<file path="config.mk">
export PLATFORM = sky130hd
export DESIGN_NAME = pwrctl_regif
export DESIGN_NICKNAME = d
export VERILOG_FILES = /design/src/rtl/pwrctl_pkg.sv /design/src/rtl/pwrctl_opp_rom.sv /design/src/rtl/pwrctl_req_seq.sv /design/src/rtl/pwrctl_regif.sv
export SDC_FILE = /design/constraint.sdc
export NUM_CORES = 1
export LEC_CHECK = 0
export ABC_AREA = 1
export BUFFER_PORTS_ARGS = -buffer_cell sky130_fd_sc_hd__buf_4
export CORE_ASPECT_RATIO = 0.75
export CORE_MARGIN = 2
export CORE_UTILIZATION = 53
export DETAILED_ROUTE_END_ITERATION = 8
export PLACE_DENSITY_LB_ADDON = 0.12
export RECOVER_POWER = 100
export SKIP_LAST_GASP = 1
export SLEW_MARGIN = 20
export SYNTH_ARGS = -nofsm -noshare
export SYNTH_HDL_FRONTEND = slang
export SYNTH_SLANG_ARGS = --single-unit
</file>
<file path="constraint.sdc">
create_clock -name clk -period 2.3 [get_ports clk]
set_clock_uncertainty 0.2 [all_clocks]
set_input_delay 0.23 -clock clk [delete_from_list [all_inputs] [get_ports clk]]
set_output_delay 0.23 -clock clk [all_outputs]
set_load 0.02 [all_outputs]
</file>
<file path="src/rtl/pwrctl_pkg.sv">
package pwrctl_pkg;

    localparam int STAT_W = 12;

    typedef enum logic [1:0] {
        REQ_C0  = 2'd0,
        REQ_C1  = 2'd1,
        REQ_CFG = 2'd2
    } req_type_e;

    localparam logic [7:0] OFF_PERF0 = 8'h00;
    localparam logic [7:0] OFF_PREQ0 = 8'h04;
    localparam logic [7:0] OFF_PERF1 = 8'h08;
    localparam logic [7:0] OFF_PREQ1 = 8'h0C;
    localparam logic [7:0] OFF_CMD   = 8'h10;
    localparam logic [7:0] OFF_BUSY  = 8'h14;
    localparam logic [7:0] OFF_STAT  = 8'h18;
    localparam logic [7:0] OFF_FLAG  = 8'h1C;
    localparam logic [7:0] OFF_WDAT  = 8'h70;
    localparam logic [7:0] OFF_RDAT  = 8'h74;

    localparam logic [7:0] FN_TABLE  = 8'd6;
    localparam logic [7:0] FN_SNAP   = 8'd14;

    localparam int C0_WBASE = 'h304;
    localparam int C1_WBASE = 'h30C;

    function automatic logic [31:0] opp_word(input int cl, input int idx);
        int mv;
        int fu;
        if (cl == 0) begin
            mv = 900 + 25 * idx;
            fu = 25000 + 5000 * idx;
        end else begin
            mv = 850 + 25 * idx;
            fu = 17500 + 2500 * idx;
        end
        return {12'(mv), 20'(fu)};
    endfunction

endpackage

</file>
<file path="src/rtl/pwrctl_opp_rom.sv">
module pwrctl_opp_rom
    import pwrctl_pkg::*;
#(
    parameter int MAX_ENTRIES = 8,
    parameter int NUM_C0      = 5,
    parameter int NUM_C1      = 3
) (
    input  logic [19:0] woff,
    output logic        hit,
    output logic [31:0] word
);
    localparam int NCL = 2;

    logic [31:0] tbl [NCL][MAX_ENTRIES];
    int          cnt [NCL];
    int          base[NCL];

    assign cnt[0]  = NUM_C0;
    assign cnt[1]  = NUM_C1;
    assign base[0] = C0_WBASE;
    assign base[1] = C1_WBASE;

    for (genvar c = 0; c < NCL; c++) begin : g_cl
        for (genvar i = 0; i < MAX_ENTRIES; i++) begin : g_ent
            assign tbl[c][i] = opp_word(c, i);
        end
    end

    always_comb begin
        hit  = 1'b0;
        word = '0;
        for (int c = 0; c < NCL; c++) begin
            for (int i = 0; i < MAX_ENTRIES; i++) begin
                if (i < cnt[c] && woff == 20'(base[c] + i)) begin
                    hit  = 1'b1;
                    word = tbl[c][i];
                end
            end
        end
    end

    initial begin
        assert (NUM_C0 <= MAX_ENTRIES && NUM_C1 <= MAX_ENTRIES && MAX_ENTRIES <= 16)
            else $error("a_r6_table_size: entry counts exceed table depth");
    end
endmodule

</file>
<file path="src/rtl/pwrctl_req_seq.sv">
module pwrctl_req_seq
    import pwrctl_pkg::*;
#(
    parameter int LATENCY = 400000
) (
    input  logic        clk,
    input  logic        rst_n,
    input  logic        start,
    input  req_type_e   start_type,
    input  logic        start_err,
    input  logic [31:0] start_data,
    output logic        busy,
    output logic        done,
    output req_type_e   done_type,
    output logic        done_err,
    output logic [31:0] done_data
);
    localparam int CNT_W = $clog2(LATENCY + 1);

    typedef struct packed {
        logic             busy;
        logic [CNT_W-1:0] cnt;
        req_type_e        typ;
        logic             err;
        logic [31:0]      data;
    } seq_t;

    seq_t s_d, s_q;

    assign busy      = s_q.busy;
    assign done      = s_q.busy && (s_q.cnt == '0);
    assign done_type = s_q.typ;
    assign done_err  = s_q.err;
    assign done_data = s_q.data;

    always_comb begin
        s_d = s_q;
        if (s_q.busy) begin
            if (s_q.cnt == '0) s_d.busy = 1'b0;
            else               s_d.cnt  = s_q.cnt - 1'b1;
        end else if (start) begin
            s_d.busy = 1'b1;
            s_d.cnt  = CNT_W'(LATENCY - 1);
            s_d.typ  = start_type;
            s_d.err  = start_err;
            s_d.data = start_data;
        end
    end

    always_ff @(posedge clk) begin
        if (!rst_n) s_q <= '{busy: 1'b0, cnt: '0, typ: REQ_C0, err: 1'b0, data: '0};
        else        s_q <= s_d;
    end

    a_r4_count_bound: assert property (@(posedge clk) disable iff (!rst_n)
        s_q.busy |-> (s_q.cnt < CNT_W'(LATENCY)));

    a_r9_hold_request: assert property (@(posedge clk) disable iff (!rst_n)
        (s_q.busy && s_q.cnt != '0) |=> (s_q.busy && $stable(s_q.typ) && $stable(s_q.data)));

    a_r4_done_once: assert property (@(posedge clk) disable iff (!rst_n)
        done |=> !done);
endmodule

</file>
<file path="src/rtl/pwrctl_regif.sv">
module pwrctl_regif
    import pwrctl_pkg::*;
#(
    parameter int ADDR_W      = 8,
    parameter int LATENCY     = 400000,
    parameter int MAX_ENTRIES = 8,
    parameter int NUM_C0      = 5,
    parameter int NUM_C1      = 3
) (
    input  logic              clk,
    input  logic              rst_n,
    input  logic              bus_wr,
    input  logic              bus_rd,
    input  logic [ADDR_W-1:0] bus_addr,
    input  logic [31:0]       bus_wdata,
    output logic [31:0]       bus_rdata,
    output logic              irq
);
    localparam int IDX_W = $clog2(MAX_ENTRIES);

    typedef struct packed {
        logic [IDX_W-1:0]  perf0;
        logic [IDX_W-1:0]  perf1;
        logic [7:0]        req0;
        logic [7:0]        req1;
        logic [31:0]       cmd;
        logic [31:0]       wdat;
        logic [31:0]       cfg_rd;
        logic [STAT_W-1:0] status;
        logic [31:0]       rdata;
    } regs_t;

    regs_t r_d, r_q;

    logic        seq_start, seq_err, seq_busy, seq_done, done_err;
    req_type_e   seq_type, done_type;
    logic [31:0] seq_data, done_data;
    logic        rom_hit;
    logic [31:0] rom_word;

    logic        wr_p0, wr_p1, wr_cmd, rd_stat;
    logic [7:0]  fn_code;
    logic [3:0]  flag_pos;

    pwrctl_opp_rom #(
        .MAX_ENTRIES(MAX_ENTRIES), .NUM_C0(NUM_C0), .NUM_C1(NUM_C1)
    ) u_rom (
        .woff(bus_wdata[19:0]), .hit(rom_hit), .word(rom_word)
    );

    pwrctl_req_seq #(.LATENCY(LATENCY)) u_seq (
        .clk(clk), .rst_n(rst_n),
        .start(seq_start), .start_type(seq_type), .start_err(seq_err),
        .start_data(seq_data),
        .busy(seq_busy), .done(seq_done), .done_type(done_type),
        .done_err(done_err), .done_data(done_data)
    );

    assign bus_rdata = r_q.rdata;
    assign irq       = |r_q.status;

    always_comb begin
        r_d       = r_q;
        seq_start = 1'b0;
        seq_type  = REQ_C0;
        seq_err   = 1'b0;
        seq_data  = '0;
        wr_p0     = bus_wr && (bus_addr == ADDR_W'(OFF_PERF0));
        wr_p1     = bus_wr && (bus_addr == ADDR_W'(OFF_PERF1));
        wr_cmd    = bus_wr && (bus_addr == ADDR_W'(OFF_CMD));
        rd_stat   = bus_rd && (bus_addr == ADDR_W'(OFF_STAT));
        fn_code   = bus_wdata[27:20];
        flag_pos  = {1'b0, done_type, 1'b0} << 1;

        // request launch: only when idle
        if (!seq_busy) begin
            if (wr_p0) begin
                seq_start = 1'b1;
                seq_type  = REQ_C0;
                seq_err   = bus_wdata >= 32'(NUM_C0);
                r_d.req0  = bus_wdata[7:0];
            end else if (wr_p1) begin
                seq_start = 1'b1;
                seq_type  = REQ_C1;
                seq_err   = bus_wdata >= 32'(NUM_C1);
                r_d.req1  = bus_wdata[7:0];
            end else if (wr_cmd) begin
                r_d.cmd = bus_wdata;
                if (bus_wdata[31]) begin
                    seq_start = 1'b1;
                    seq_type  = REQ_CFG;
                    if (fn_code == FN_TABLE) begin
                        seq_err  = !rom_hit;
                        seq_data = rom_word;
                    end else if (fn_code == FN_SNAP) begin
                        seq_data = {24'b0, 4'(r_q.perf1), 4'(r_q.perf0)};
                    end else begin
                        seq_err = 1'b1;
                    end
                end
            end
        end

        if (bus_wr && bus_addr == ADDR_W'(OFF_WDAT)) r_d.wdat = bus_wdata;

        // destructive status read, then new results
        if (rd_stat) r_d.status = '0;
        if (seq_done) begin
            r_d.status[flag_pos + {3'b0, done_err}] = 1'b1;
            if (!done_err) begin
                case (done_type)
                    REQ_C0:  r_d.perf0  = r_q.req0[IDX_W-1:0];
                    REQ_C1:  r_d.perf1  = r_q.req1[IDX_W-1:0];
                    default: r_d.cfg_rd = done_data;
                endcase
            end
        end

        if (bus_rd) begin
            case (bus_addr)
                ADDR_W'(OFF_PERF0): r_d.rdata = 32'(r_q.perf0);
                ADDR_W'(OFF_PREQ0): r_d.rdata = 32'(r_q.req0);
                ADDR_W'(OFF_PERF1): r_d.rdata = 32'(r_q.perf1);
                ADDR_W'(OFF_PREQ1): r_d.rdata = 32'(r_q.req1);
                ADDR_W'(OFF_CMD):   r_d.rdata = r_q.cmd;
                ADDR_W'(OFF_BUSY):  r_d.rdata = 32'(seq_busy);
                ADDR_W'(OFF_STAT):  r_d.rdata = 32'(r_q.status);
                ADDR_W'(OFF_FLAG):  r_d.rdata = 32'(r_q.status);
                ADDR_W'(OFF_WDAT):  r_d.rdata = r_q.wdat;
                ADDR_W'(OFF_RDAT):  r_d.rdata = r_q.cfg_rd;
                default:            r_d.rdata = '0;
            endcase
        end
    end

    always_ff @(posedge clk) begin
        if (!rst_n) r_q <= '0;
        else        r_q <= r_d;
    end

    a_r2_perf0_commit: assert property (@(posedge clk) disable iff (!rst_n)
        !$stable(r_q.perf0) |-> $past(seq_done && done_type == REQ_C0 && !done_err));

    a_r3_perf1_commit: assert property (@(posedge clk) disable iff (!rst_n)
        !$stable(r_q.perf1) |-> $past(seq_done && done_type == REQ_C1 && !done_err));

    a_r7_err_keeps_data: assert property (@(posedge clk) disable iff (!rst_n)
        (seq_done && done_err) |=> $stable(r_q.cfg_rd));

    a_r10_read_clears: assert property (@(posedge clk) disable iff (!rst_n)
        (rd_stat && !seq_done) |=> (r_q.status == '0 && !irq));

    a_r9_single_start: assert property (@(posedge clk) disable iff (!rst_n)
        seq_busy |-> !seq_start);
endmodule

</file>
# == Word-level counts from Yosys, hierarchy flattened ==
# Index checks and enable logic that the tools add are counted.
# classes
n_lt_le_gt_ge,4
add_sub_neg,2
div,0
n_reduce_logical,23
n_mux,46
n_shift,0
mul,0
bitwise,6
eq_ne,21
# op_table
cell,n
$mux W32,12
$pmux W32 S9,1
$eq A20 B10 Y1 const B,8
$mux W55,1
$eq A8 B5 Y1 const B,4
$ge A32 B2 Y1 const B,1
$ge A32 B3 Y1 const B,1
$mux W30,1
$eq A8 B4 Y1 const B,3
$mux W12,2
$mux W1,21
$mux W20,1
$logic_not A19 Y1,1
$mux W19,1
$sub A19 B1 Y19 const B,1
$eq A8 B3 Y1 const B,2
$eq A8 B7 Y1 const B,2
$or A12 B12 Y12,1
$reduce_and A3 Y1,4
$reduce_or A12 Y1,1
$logic_not A8 Y1,1
$mux W2,4
$logic_and A1 B1 Y1,7
$mux W7,1
13 further kinds,20
# totals
mem_bits_ro,0
register_bits,217
input_bits,44
ramBits,0
mem_count,0
latchBits,0

# == Depth between registers and ports, before layout ==
# depth
ltp_word,17
ltp_mapped,13

# == By module ==
# Synthesis repeated with hierarchy kept, for this count alone.
# hier_totals
cells_unflattened,1534
hier_area_um2,10667.7
# by_module_without_submodules
mod,cells_per_inst,n_inst,area_each_um2
pwrctl_regif,1049,1,7455.9
pwrctl_req_seq,387,1,2726.4
pwrctl_opp_rom,98,1,485.5

# == Worst setup path before layout ==
# OpenSTA, ideal clock, no wires.
# synth_path
path_kind,reg2reg
from,register u_seq.s_q[35] (netlist bit)
to,register r_q[49] (netlist bit)
setup_slack_ns,0.378
path_stages_with_launch,11
path_buffers,1
synth_period_minus_slack_ns,1.922
arrival_ns,1.590
path_cell_list,dfxtp_1 > inv_1 > ha_1 > nand2_2 > nor2_4 > nand4_2 > nor3_4 > inv_2 > buf_6 > nand2_1 > a21oi_1
# synth_between
elab_chain_len,3
# synth_lines
element,line_no,source
from (decl),pwrctl_req_seq.sv:28,"seq_t s_d, s_q;"
from (signal assigned),pwrctl_req_seq.sv:51,"if (!rst_n) s_q <= '{busy: 1'b0, cnt: '0, typ: REQ_C0, err: 1'b0, data: '0};"
$logic_not A19 Y1,pwrctl_req_seq.sv:31,assign done = s_q.busy && (s_q.cnt == '0);
$logic_and A1 B1 Y1,pwrctl_req_seq.sv:31,
$reduce_and A3 Y1 (no source line),n/a,
to (signal assigned),pwrctl_regif.sv:138,else r_q <= r_d;
to (decl),pwrctl_regif.sv:33,"regs_t r_d, r_q;"
# Every way passes these cells.
# A chain may end at the register's enable or synchronous reset.

# == Worst setup path after layout ==
# layout_path
from,input port bus_wr
to,"register u_seq.s_q, in the netlist u_seq.done_data[6]"
# layout_between
elab_chain_len,6
word_cells_on_any_way,11
# layout_lines
element,line_no,source
from (decl),pwrctl_regif.sv:12,"input logic bus_wr,"
$logic_and A1 B1 Y1,pwrctl_regif.sv:70,wr_cmd = bus_wr && (bus_addr == ADDR_W'(OFF_CMD));
$mux W1,pwrctl_regif.sv:87,end else if (wr_cmd) begin
$mux W1,pwrctl_regif.sv:82,end else if (wr_p1) begin
$mux W1,pwrctl_regif.sv:77,if (wr_p0) begin
$mux W1,pwrctl_regif.sv:76,if (!seq_busy) begin
$reduce_and A2 Y1 (no source line),n/a,
# Several ways; a longest one is shown, not always the timed one.

==> impl_results.md <==
- Residual DRC: 0
- Total number of vias: between 8000 and 9000
- Worst Setup Slack, final: between 0.1 and 0.15 ns
- Detail-routed net length per standard cell: 16.1 um
- Core Rows: 41
- Longest Clk Path Bufs: 2
- Switching portion of total power: 25.7%
- Filler Cell Count: 1600
- Count of warnings emitted by yosys: 0
- Syn avg cell area: roughly 7.0 sq um
- Number of failing hold endpoints at the final stage: 0
- Cell Area, Synth: roughly 0.0090 sq mm
- Core Footprint: between 0.015 and 0.02 sq mm
- I/O pin count: 77
- Share of synthesized registers carrying an async set or reset: 0%
- Worst setup SP type: input pin
- Tightest Pin Transition: between 0.7 and 0.8 ns
- Net switching power: 1.73 mW
- Vias in the first global route: between 7000 and 8000
- Final critical-path share of the clock period: between 90% and 100%
- Combinational cell fraction of total power: ~5.3%
- Pwr per Cell Area: 646 mW/mm^2
- Clock tree from TritonCTS: done
- Clock transition time at the flip-flop clock pins of the worst setup and hold paths: about 0.08 ns
- Number of antenna-violating nets in the routed design: 0
- Worst skew pair latency: roughly 0.44 ns
- Data required time at the worst endpoint: ~2.5 ns
- WHS: 0.148 ns
- Met3 Resource Use GR: 4.27%
- Die Height: 117 um
- Sink count of the clock tree: between 150 and 200
- Root buffer selected by CTS: clkbuf_16
- Class of the most critical setup path: input pin to flop
- Initial antenna violation count: 0
- Maximum capacitance violations: 0
- Global routing usage on met1: 41.5%
- Gate Count Post-Synth: 1295
- Nets: between 1000 and 1500
- Fraction of met2 tracks used by global routing: 42.4%
- Type of the tightest min-delay check: input pin to flop
- Setup slack after placement: roughly 0.19 ns
- Total count of max-transition violations in the final report: 0
- Number of antenna diodes: 0
- Worst IR Drop VDD: between 0.4 and 0.5 mV
- Cts bufs inserted: 17
- GR peak layer: met2
- Outcome: complete, no violations
- Cell-internal power: 5.00 mW
- Headroom to the max-slew limit: between 50% and 60%
- RSZ-0062 raised after global routing: yes
- Initial cell density of the core: between 50% and 60%
- Number of enable-type register cells in the synthesized netlist: 0
- Ranking of synthesized cells by area: dfxtp_1 (44%), nand2_1 (15%), a21oi_1 (8.3%), o21ai_0 (6.0%), inv_1 (4.3%)
- Critical Path Fanout Max: 8
- Most frequent cell after synthesis: nand2_1
- Type of element capturing the critical path: flop
- Most frequent cells after synthesis: nand2_1 (358), dfxtp_1 (197), a21oi_1 (150)
- Estimated wirelength of the detail-placed design: ~18000 um
- Horizontal die dimension: ~150 um
- Global-route wire length before repair: approximately 40000 um
- RD Place Congestion: roughly 0.94
- Register bit total from synthesis: approximately 200
- Post-layout min period: 2.16 ns
- Worst path arrival time: roughly 2.4 ns
- Layout-stage area growth over the synthesis result: 15.1%
- Sequential fraction of the synthesis area: a little over two fifths
- Highest Clock Rate: between 0.4 and 0.5 GHz
- Total of endpoints with negative setup slack in the final report: 0
- Yosys cell types: 36
- Largest net degree at the start of global routing: approximately 70
- Share of Yosys cell area claimed by the top area cell type: 43.6%
- Setup slack, reg-to-reg: roughly 0.16 ns
- Most instantiated flip-flop cell in the synthesis netlist: dfxtp_1
- Number of H-tree branching levels: 4
- Share of power burned in the clock network: 44.0%
- Total wire length: roughly 26000 um
- Reported leakage power: about 4.3 nW
- Die Area: between 0.015 and 0.02 sq mm
- Number of nets produced by synthesis: between 1000 and 1500
- Cell type contributing the most total cell area after synthesis: dfxtp_1
- Number of DRC markers after the initial detailed-route iteration: a little over 800
- Overall fraction of global-route tracks in use: between 20% and 30%
- Seq pwr share: about half
- Share of post-route cells with drive strength above 1: 10.2%
- Number of iterations in the first detailed-routing pass: 5
- Count of port buffers added during placement: 76
- GRT Residual Overflow: 0
- Ratio of routed vias to standard cells: roughly 5.5
==> cells by family (layout without fill, tap and decap cells) <==
logic type,Yosys count,count (layout),share of synthesized area [%]
compound gates,291,291,16.8
xor+xnor,6,6,0.581
fa+ha+maj,1,1,0.138
buf+inv,208,288,10.6
flops,197,197,43.6
simple gates,592,592,28.3
==> final timing paths <==
path,startpoint,end,cells past startpoint
max,bus_wr,u_seq.done_data[6]$_SDFFE_PN0P_,10
min,bus_rd,bus_rdata[28]$_SDFFE_PN0P_,4
max reg2reg,u_seq.s_q[35]$_SDFFE_PN0P_,u_seq.s_q[43]$_SDFFE_PN0P_,10
min reg2reg,u_seq.done_data[23]$_SDFFE_PN0P_,u_seq.done_data[23]$_SDFFE_PN0P_,2
==> routing by layer <==
metal | vias to the layer above | share of wire (%) | wire length [um]
met5 | - | 0 | 0
met4 | 0 | 1.8 | 463
met3 | 38 | 6.5 | 1650
met2 | 301 | 42 | 10700
met1 | 4012 | 50 | 12800
li1 | 4331 | - | -
==> layout make-up <==
cell class | count | area (sq um) | area share (%)
repair buffers | 144 | 1070 | 10.2
well taps | 215 | 269 | 2.58
inverters | 112 | 420 | 4.04
flip-flops and latches | 197 | 3940 | 37.9
clock buffers | 17 | 425 | 4.08
clock inverters | 15 | 163 | 1.56
multi-input cells | 890 | 4130 | 39.6
==> metrics by stage <==
stage                     setup TNS, ns  std cells  instance area [sq um]  util [%]  total power [mW]
final                                 0       1590                  10400      62.1              6.73
after floorplan                       0       1295                   9050         -              3.65
after detailed placement              0       1524                   9650      57.5              3.80
after global routing           -0.00947       1590                  10400      62.1              6.90
after CTS                             0       1590                  10600      63.1              6.75
after global placement                0       1524                   9650      57.5              3.80
==> sequential cells by signal, indices dropped and copies added (netlist names) <==
name and count:
bus_rdata 32, r_q 117, u_seq.busy 1, u_seq.done_data 25, u_seq.done_err 1, u_seq.done_type 2
u_seq.s_q 19
==> power by group through the flow <==
| stage | Combinational [mW] | Sequential, mW | Clock, mW |
|---|---|---|---|
| 6_report | 0.354 | 3.41 | 2.96 |
| 5_1_grt | 0.381 | 3.41 | 3.11 |
| 4_1_cts | 0.351 | 3.41 | 2.99 |
| 3_5_place_dp | 0.304 | 3.49 | 0 |
| 3_3_place_gp | 0.304 | 3.49 | 0 |
| 2_1_floorplan | 0.156 | 3.49 | 0 |
==> worst max-delay path, stage by stage <==
cell           delay (ns)
dlygate4sd3_1        0.52
clkbuf_1             0.36
nand2_1              0.22
nor2_4               0.22
nand2_1              0.20
nor2_2               0.27
nand2_1              0.13
nand3_1              0.10
nand2_1              0.05
inv_1                0.05
==> cells in the final DEF (no fill, tap or decap), types with 18 or more instances in the layout <==
master / n
nor3_1: 26
a21oi_1: 150
nand3_1: 65
buf_4: 68
clkbuf_1: 35
o211ai_1: 18
inv_1: 106
o21ai_0: 113
nor2_1: 82
nand2_1: 363
dfxtp_1: 197
dlygate4sd3_1: 34
==> what timing repair did <==
| item | in CTS | in global routing |
|---|---|---|
| hold endpoints to repair | 87 | 0 |
| gates resized for setup | 0 | 2 |
| hold buffers | 34 | 0 |
| endpoints found under the setup margin | 0 | 23 |
| buffers inserted | 0 | 0 |
No activity file was read; power rests on OpenSTA's default activity.
